File: config.mk
export PLATFORM = sky130hd
export DESIGN_NAME = idle_tmr
export DESIGN_NICKNAME = d
export VERILOG_FILES = /design/src/rtl/idle_tmr_pkg.sv /design/src/rtl/idle_tmr_cnt.sv /design/src/rtl/idle_tmr_strobe.sv /design/src/rtl/idle_tmr_csr.sv /design/src/rtl/idle_tmr.sv
export SDC_FILE = /design/constraint.sdc
export NUM_CORES = 1
export LEC_CHECK = 0
export BUFFER_PORTS_ARGS = -buffer_cell sky130_fd_sc_hd__clkbuf_2
export CORE_MARGIN = 3
export CORE_UTILIZATION = 50
export CTS_CLUSTER_DIAMETER = 120
export DETAILED_ROUTE_END_ITERATION = 10
export PLACE_DENSITY = 0.66
export SYNTH_ARGS = -nofsm -noshare
export SYNTH_HDL_FRONTEND = slang
export SYNTH_SLANG_ARGS = --single-unit
File: constraint.sdc
create_clock -name clk_i -period 2.36 [get_ports clk_i]
set_clock_uncertainty 0.05 [all_clocks]
set_input_delay 0.236 -clock clk_i [delete_from_list [all_inputs] [get_ports clk_i]]
set_output_delay 0.236 -clock clk_i [all_outputs]
set_load 0.03 [all_outputs]
File: src/rtl/idle_tmr_pkg.sv
package idle_tmr_pkg;
  localparam int unsigned CSR_W    = 2;
  localparam int unsigned PEND_IDX = 0;
  localparam int unsigned EN_IDX   = 1;
endpackage

File: src/rtl/idle_tmr_cnt.sv
module idle_tmr_cnt #(
  parameter int unsigned CNT_W   = 16,
  parameter int unsigned TAP_BIT = 12,
  parameter logic [CNT_W-1:0] RST_VAL = '1
) (
  input  logic clk_i,
  input  logic rst_ni,
  input  logic tick_i,
  output logic toggle_o,
  output logic wrap_o
);
  logic [CNT_W-1:0] cnt_q, cnt_dec;

  assign cnt_dec = cnt_q - 1'b1;

  always_ff @(posedge clk_i or negedge rst_ni) begin
    if (!rst_ni)     cnt_q <= RST_VAL;
    else if (tick_i) cnt_q <= cnt_dec;
  end

  // tap bit flips exactly when the decrement borrows into it
  assign toggle_o = tick_i & (cnt_q[TAP_BIT] ^ cnt_dec[TAP_BIT]);
  assign wrap_o   = tick_i & (cnt_q == '0);
endmodule

File: src/rtl/idle_tmr_strobe.sv
module idle_tmr_strobe #(
  parameter int unsigned N = 2
) (
  input  logic         clk_i,
  input  logic         rst_ni,
  input  logic [N-1:0] evt_i,
  output logic [N-1:0] pulse_o
);
  for (genvar g = 0; g < N; g++) begin : g_stb
    logic q;
    always_ff @(posedge clk_i or negedge rst_ni) begin
      if (!rst_ni) q <= 1'b0;
      else         q <= evt_i[g];
    end
    assign pulse_o[g] = q;
  end
endmodule

File: src/rtl/idle_tmr_csr.sv
module idle_tmr_csr
  import idle_tmr_pkg::*;
(
  input  logic             clk_i,
  input  logic             rst_ni,
  input  logic             evt_i,
  input  logic             we_i,
  input  logic [CSR_W-1:0] wdata_i,
  output logic [CSR_W-1:0] rdata_o,
  output logic             irq_o
);
  logic pend_q, en_q, pend_d, en_d;

  always_comb begin
    pend_d = pend_q;
    if (we_i && !wdata_i[PEND_IDX]) pend_d = 1'b0;
    if (evt_i)                      pend_d = 1'b1; // event beats clear
    en_d = we_i ? wdata_i[EN_IDX] : en_q;
  end

  always_ff @(posedge clk_i or negedge rst_ni) begin
    if (!rst_ni) begin
      pend_q <= 1'b0;
      en_q   <= 1'b0;
    end else begin
      pend_q <= pend_d;
      en_q   <= en_d;
    end
  end

  always_comb begin
    rdata_o           = '0;
    rdata_o[PEND_IDX] = pend_q;
    rdata_o[EN_IDX]   = en_q;
  end

  assign irq_o = pend_q & en_q;
endmodule

File: src/rtl/idle_tmr.sv
module idle_tmr
  import idle_tmr_pkg::*;
#(
  parameter int unsigned CNT_W   = 16,
  parameter int unsigned TAP_BIT = 12,
  parameter logic [CNT_W-1:0] RST_VAL = '1
) (
  input  logic             clk_i,
  input  logic             rst_ni,
  input  logic             tick_i,
  input  logic             csr_we_i,
  input  logic [CSR_W-1:0] csr_wdata_i,
  output logic [CSR_W-1:0] csr_rdata_o,
  output logic             irq_o,
  output logic             wake_o,
  output logic             tap_o
);
  logic toggle, wrap;
  logic [1:0] stb;

  idle_tmr_cnt #(.CNT_W(CNT_W), .TAP_BIT(TAP_BIT), .RST_VAL(RST_VAL)) u_cnt (
    .clk_i, .rst_ni, .tick_i, .toggle_o(toggle), .wrap_o(wrap)
  );

  idle_tmr_csr u_csr (
    .clk_i, .rst_ni, .evt_i(toggle), .we_i(csr_we_i), .wdata_i(csr_wdata_i),
    .rdata_o(csr_rdata_o), .irq_o
  );

  idle_tmr_strobe #(.N(2)) u_stb (
    .clk_i, .rst_ni, .evt_i({wrap, toggle}), .pulse_o(stb)
  );

  assign wake_o = stb[0];
  assign tap_o  = stb[1];
endmodule

Word level (Yosys, flattened, before mapping)
Index checks and enable logic that the tools add are counted.
Storage, ports and cells
  output and inout bits: 5
  logic and storage cells: 16
  flip-flop bits (word level): 20
Cells by class
  muxes and demuxes: 2
  add/sub/neg operators: 1
  reduce and logical (&&, ||, !) cells: 4
  bitwise logic cells: 4
Operator list (count)
  $logic_not 16->1: 1
  $sub 16x1->16 const B: 1
  $and 1x1->1: 3
  $mux 1: 2
  $reduce_bool 2->1: 1
  $logic_and 1x1->1: 1
  $logic_not 1->1: 1
  $xor 1x1->1: 1

Logic depth before layout (Yosys ltp)
Gate-level depths: netlist of run 1.
  word-level depth: 4
  depth in mapped cells: 5
  gate-level depth less buffers: 5

Cells and area by module
From an unflattened synthesis of run 1, not the netlist that was laid out.
Unflattened totals
  cell total of the unflattened synthesis: 81
  area, all modules: 983.4 um^2
By module, submodules not included
  idle_tmr_cnt: times used 1, seq. area each 420.4 um^2, cells an instance 69, area each 818.3 um^2
  idle_tmr_csr: times used 1, seq. area each 50.0 um^2, cells an instance 8, area each 100.1 um^2
  idle_tmr_strobe: times used 1, seq. area each 50.0 um^2, cells an instance 4, area each 65.1 um^2

Worst setup path after synthesis of run 1
OpenSTA, ideal clock, no wires.
  kind: register to register
  from: register u_cnt.cnt_q[5]
  to: register u_stb.g_stb[1].q
  required time: 2.215 ns
  setup slack: 0.545 ns
  arrival: 1.669 ns
  setup time: 0.095 ns
  stages on the path, launching flop included: 4
  path buffers: 0
  path through: dfstp_2 or4_4 or4_1 nor4b_2
On the way
  longest elaborated chain between the ends: 2
RTL lines
  from (decl): line idle_tmr_cnt.sv:12  | logic [CNT_W-1:0] cnt_q, cnt_dec;
  from (signal assigned): line idle_tmr_cnt.sv:18  | else if (tick_i) cnt_q <= cnt_dec;
  $logic_not 16->1: line idle_tmr_cnt.sv:23  | assign wrap_o = tick_i & (cnt_q == '0);
  $and 1x1->1: line idle_tmr_cnt.sv:23
  named net u_cnt.wrap_o: line idle_tmr_cnt.sv:10  | output logic wrap_o
  to (signal assigned): line idle_tmr_strobe.sv:13  | else q <= evt_i[g];
  to (decl): line idle_tmr_strobe.sv:10  | logic q;
The timed path passes the listed nets, and every way through them passes these cells.
A chain may end at the register's enable or synchronous reset.

Final worst setup path of run 1
  from: register u_cnt.cnt_q[3]
  to: register u_stb.g_stb[1].q
The elaborated chain is that of the path after synthesis.

==> results.cfg, run 1 <==
[run_status]
status = complete, no violations

[clocking]
cts_max_level = 1
cts_buffers = 3
clock_path_buffers = 2
clkTransAtPathRegs_ns = 0.10
clk-insertion-delay-late_ns = 0.30
clock-sinks = 20
postCtsSetupBuffers = 0
cts_tree = done
cts_root_buf = clkbuf_4

[synthesis]
ys.flop_type = dfstp_2
synth.distinct_cells = 27
netlist_area_um2 = 950.9
yosys_warnings = 0
synth_fp_nets = 85
ys_seq_elements = 20
async_flop_share = 1.000
avgSynthCellArea_um2 = 12.35
synth_edf_count = 0
synthCells = 77
ys_seq_area_frac = 0.5474

[die]
pin_count = 11
start_util = 0.5390
fp-row-count = 15
die-height_um = 49.61
fp.dieW_um = 49.61
coreArea_mm2 = 0.001764
dieArea_mm2 = 0.002461

[sta]
max_freq_mhz = 527.6
finalMaxSlewViolations = 0
finalSetupTns_ns = 0
rsz0062_at_grt = false
setup_violations = 0
whs_ns = 0.1116
timing.final.ws_setup_ns = 0.4645
period_minus_slack_ns = 1.895
worst_slew_pin_slew_ns = 0.5981
slew_headroom = 0.5976
finalHoldViolations = 0
period_share = 0.8032

[finish]
diodes = 0
final_layout_size_suffix_gt1_frac = 0.3889
finalNetCount = 99
final_common_cell = dfstp_2
synthToLayoutAreaGrowth_pct = 10.79
final_cell_mix = dfstp_2, xnor2_1, clkbuf_2
num-fill-cells = 164

[placement]
pre_cts_ws_ns = 0.4839
gp_congestion = 0.7738
port_buffers = 10
hpwlAfterDp_um = 1087

[global_routing]
grt_first_pass_wirelength_um = 2594
grt_overflow = 0
grt_pass1_vias = 589
grt_use_total = 0.1422
grt_max_degree = 21
antenna_found_initial = 0

[worst_setup_path]
cp_cell_sequence = or4b_1 > or4_1 > nor4b_2
required_ns = 2.53
worst_setup_path_start_kind = flip-flop
path_buf_inv = 0
cp.arrival_ns = 2.06
slowest_stage = or4b_1
slowest_delay_ns = 0.60
worstSetupPathType = reg -> reg
crit_family = simple AND/OR/NAND/NOR gates
crit_path_end_kind = flip-flop
worstPathMaxFanout = 4

[flow_run]
cap_violations = 0

[detailed_routing]
via_per_inst = 5.026
post-route-drc-count = 0
wl_um = 1481
vias = 578
wl_per_cell_um = 12.88
ant_nets = 0
drt_pass1_iterations = 4
drt_iter0_markers = 2

[hold_path]
hp-class = in -> reg

[power]
p_leak_nw = 0.4247
ir_worst_vdd_uv = 598.3
p_per_area_mw_per_mm2 = 1183
==> cells in the mapped netlist, drive strengths merged, types with 3 or more instances <==
cell type | number | share of area
nor2 | 5 | 0.020
buf | 3 | 0.024
dfrtp | 4 | 0.11
xor2 | 5 | 0.046
xnor2 | 10 | 0.092
or4 | 4 | 0.036
nand2 | 3 | 0.012
dfstp | 16 | 0.44
nor4 | 5 | 0.039
==> timing repair <==
action                                 CTS  global route
resized for setup                        0             0
hold buffers                             1             0
endpoints found under the hold margin    4             0
==> metrics by stage <==
stage	total power, mW	instance area [µm²]	utilization	instances
after floorplan	0.9842	950.9	-	77
after global placement	1.074	1017	0.5766	110
after detailed placement	1.087	1017	0.5766	110
after CTS	1.264	1054	0.5972	115
after global routing	1.330	1054	0.5972	115
final	1.247	1054	0.5972	115
==> area by class of cell <==
type / instances / area [µm²] / share of cell area
Multi-Input combinational cell: 52 / 400.4 / 0.3800
Inverter: 2 / 7.507 / 0.007126
Timing Repair Buffer: 12 / 67.56 / 0.06413
Tap cell: 25 / 31.28 / 0.02969
Sequential cell: 20 / 520.5 / 0.4941
Clock buffer: 4 / 26.28 / 0.02494
==> routing by layer <==
layer / wire (µm) / track usage
met5: 0 / 0
met4: 27 / 0.05530
met3: 63 / 0.06647
met2: 678 / 0.2070
met1: 712 / 0.1824
==> report_power, final <==
part / internal (mW) / switching, mW
Combinational: 0.179 / 0.173
Sequential: 0.577 / 0.153
Clock: 0.0659 / 0.0984
Total: 0.822 / 0.424
==> path summary, 6_finish.rpt <==
| path | from | to | slack (ns) | depth (start not counted) |
|---|---|---|---|---|
| max in group asynchronous | rst_ni | u_cnt.cnt_q[7] | 1.54 | 2 |
| max reg2reg | u_cnt.cnt_q[3] | u_stb.g_stb[1].q | 0.46 | 3 |
| min in group asynchronous | rst_ni | u_stb.g_stb[1].q | 0.36 | 2 |
| max | u_cnt.cnt_q[3] | u_stb.g_stb[1].q | 0.46 | 3 |
| min | csr_wdata_i[1] | u_csr.en_q | 0.11 | 2 |
| min reg2reg | u_cnt.cnt_q[13] | u_cnt.cnt_q[13] | 0.45 | 1 |
==> cell families after synthesis <==
family	synth area share
adders and majority gates	0.02631
buffers and inverters	0.03158
DFF	0.5474
muxes	0.01184
xor gates and xnor gates	0.1382
AOI/OAI and AO/OA	0.01316
and+or+nand+nor	0.2316
==> flip-flops by register name, summed over array words and instances, names as in the netlist <==
name,count
u_cnt.cnt_q,16
u_csr.en_q,1
u_stb.g_stb.q,2
u_csr.pend_q,1
Note: power is estimated with default switching activity, not from simulation.
==> inputs of run 2 (changes only) <==
Clock period 2.36 ns to 1.93 ns, I/O delays scaled along.
==> run 2 against run 1 <==
Via count up 6.6%. Total power grew 39%. Final cell count up 2.6%. Cell area is 6.2% higher. Register-to-register slack worse by 0.44 ns. Wire length up 8.0%. Critical path depth unchanged. First-iteration DRC count rose to 3.5 times the previous value. Worst hold slack worse by 0.043 ns. Critical path type unchanged. Largest cell class unchanged. Largest power group unchanged.
==> results.cfg, run 2 (synthesized netlist as in run 1, its figures left out) <==
[power]
p_leak_nw = 0.4608
p_switching_uw = 565.0
ir_worst_vdd_uv = 894.4
p_seq_frac = 0.524
combPwrFrac = 0.281
switching_share = 0.3253
pwr-share-clk = 0.196
p_per_area_mw_per_mm2 = 1553
p_int_mw = 1.172

[flow_run]
cap_violations = 0

[sta]
period_minus_slack_ns = 1.905
timing.final.ws_setup_ns = 0.02478
worst_slew_pin_slew_ns = 0.6017
max_freq_mhz = 524.9
finalMaxSlewViolations = 0
whs_ns = 0.06837
finalHoldViolations = 0
period_share = 0.9872
slew_headroom = 0.5952
setup_violations = 0

[die]
fp.dieW_um = 49.61
fp-row-count = 15
pin_count = 11
start_util = 0.5390
die-height_um = 49.61
dieArea_mm2 = 0.002461
coreArea_mm2 = 0.001764

[detailed_routing]
ant_nets = 0
vias = 616
via_per_inst = 5.220
wl_per_cell_um = 13.55
wl_um = 1599
drt_iter0_markers = 7
post-route-drc-count = 0
drt_pass1_iterations = 4

[hold_path]
worstHoldStart = csr_wdata_i[1]
hold_depth = 2
whs_endpoint = u_csr.en_q
hp-class = in -> reg

[global_routing]
grt_pass1_vias = 593
antenna_found_initial = 0
grt_first_pass_wirelength_um = 2594
grt_max_degree = 21
grt_overflow = 0
grt_use_total = 0.1403

[clocking]
cts_tree = done
clock_path_buffers = 2
clkTransAtPathRegs_ns = 0.11
cts_root_buf = clkbuf_4
clock-sinks = 20
clk-insertion-delay-late_ns = 0.30
cts_buffers = 3
cts_max_level = 1

[worst_setup_path]
reg2reg_from = u_cnt.cnt_q[3]
worstSetupPathType = reg -> reg
r2r_setup_slack_ns = 0.02
crit_path_end_kind = flip-flop
required_ns = 2.10
worstPathMaxFanout = 4
cp.arrival_ns = 2.07
r2r_cells = 3
worst_setup_path_start_kind = flip-flop
timing.rr.end = u_stb.g_stb[1].q

[finish]
largest_reg_flops = 16
diodes = 0
top_regs = u_cnt.cnt_q x16, u_stb.g_stb.q x2
final_common_cell = dfstp_2
finalNetCount = 102
top_register = u_cnt.cnt_q
num-fill-cells = 151
synthToLayoutAreaGrowth_pct = 17.63
final_cell_mix = dfstp_2, xnor2_1, clkbuf_2
final_layout_size_suffix_gt1_frac = 0.4409
finalNonFillerCells = 118

[placement]
place_inst = 112
gp_congestion = 0.7723
hpwlAfterDp_um = 1092
pre_cts_ws_ns = 0.04751
port_buffers = 10

[run_status]
status = complete, no violations
[run 2: timing repair]
item	in CTS	in global routing
hold endpoints to repair	4	0
setup buffers	0	1
hold buffers	1	0
resized for setup	0	3
endpoints found under the setup margin	0	1
[run 2: power groups by stage]
stage          Combinational, mW  Clock [mW]  Sequential (mW)
6_report                   0.488       0.340            0.909
4_1_cts                    0.453       0.346            0.900
5_1_grt                    0.547       0.359            0.935
3_5_place_dp               0.447           0            0.903
2_1_floorplan              0.349           0            0.854
3_3_place_gp               0.437           0            0.895
[run 2: worst max-delay path by stage]
stage | startpoint | end | cells past startpoint
6_report | u_cnt.cnt_q[3] | u_stb.g_stb[1].q | 3
5_1_grt | u_cnt.cnt_q[3] | u_stb.g_stb[1].q | 3
4_1_cts | u_cnt.cnt_q[5] | u_stb.g_stb[1].q | 3
3_5_place_dp | u_cnt.cnt_q[5] | u_stb.g_stb[1].q | 3
3_3_place_gp | u_cnt.cnt_q[5] | u_stb.g_stb[1].q | 3
2_1_floorplan | u_cnt.cnt_q[5] | u_stb.g_stb[1].q | 3
[run 2: through the flow]
step | instance area [µm²] | TNS (ns) | utilization | power (mW)
2_1_floorplan | 950.9 | 0 | - | 1.203
3_3_place_gp | 1032 | 0 | 0.5851 | 1.332
3_5_place_dp | 1032 | 0 | 0.5851 | 1.350
4_1_cts | 1095 | 0 | 0.6206 | 1.700
6_report | 1119 | 0 | 0.6340 | 1.737
5_1_grt | 1119 | -0.01628 | 0.6340 | 1.842
[run 2: layout make-up]
class | count | area (µm²) | share of cell area
Clock buffer | 3 | 22.52 | 0.02013
Clock inverter | 1 | 30.03 | 0.02685
Inverter | 2 | 7.507 | 0.006711
Multi-Input combinational cell | 52 | 416.7 | 0.3725
Sequential cell | 20 | 520.5 | 0.4653
Tap cell | 25 | 31.28 | 0.02796
Timing Repair Buffer | 15 | 90.09 | 0.08054
[run 2: routing by layer]
metal	wire length (µm)	track usage	vias to the layer above
met4	39	0.06912	0
met1	739	0.1824	297
li1	-	-	303
met2	782	0.2225	11
met5	0	0	-
met3	37	0.02719	5
[run 2: worst max-delay path, cell delays in order (launching register included)]
cell	delay, ns
dfstp_2	0.41
or4b_4	0.55
or4_4	0.54
nor4b_4	0.27
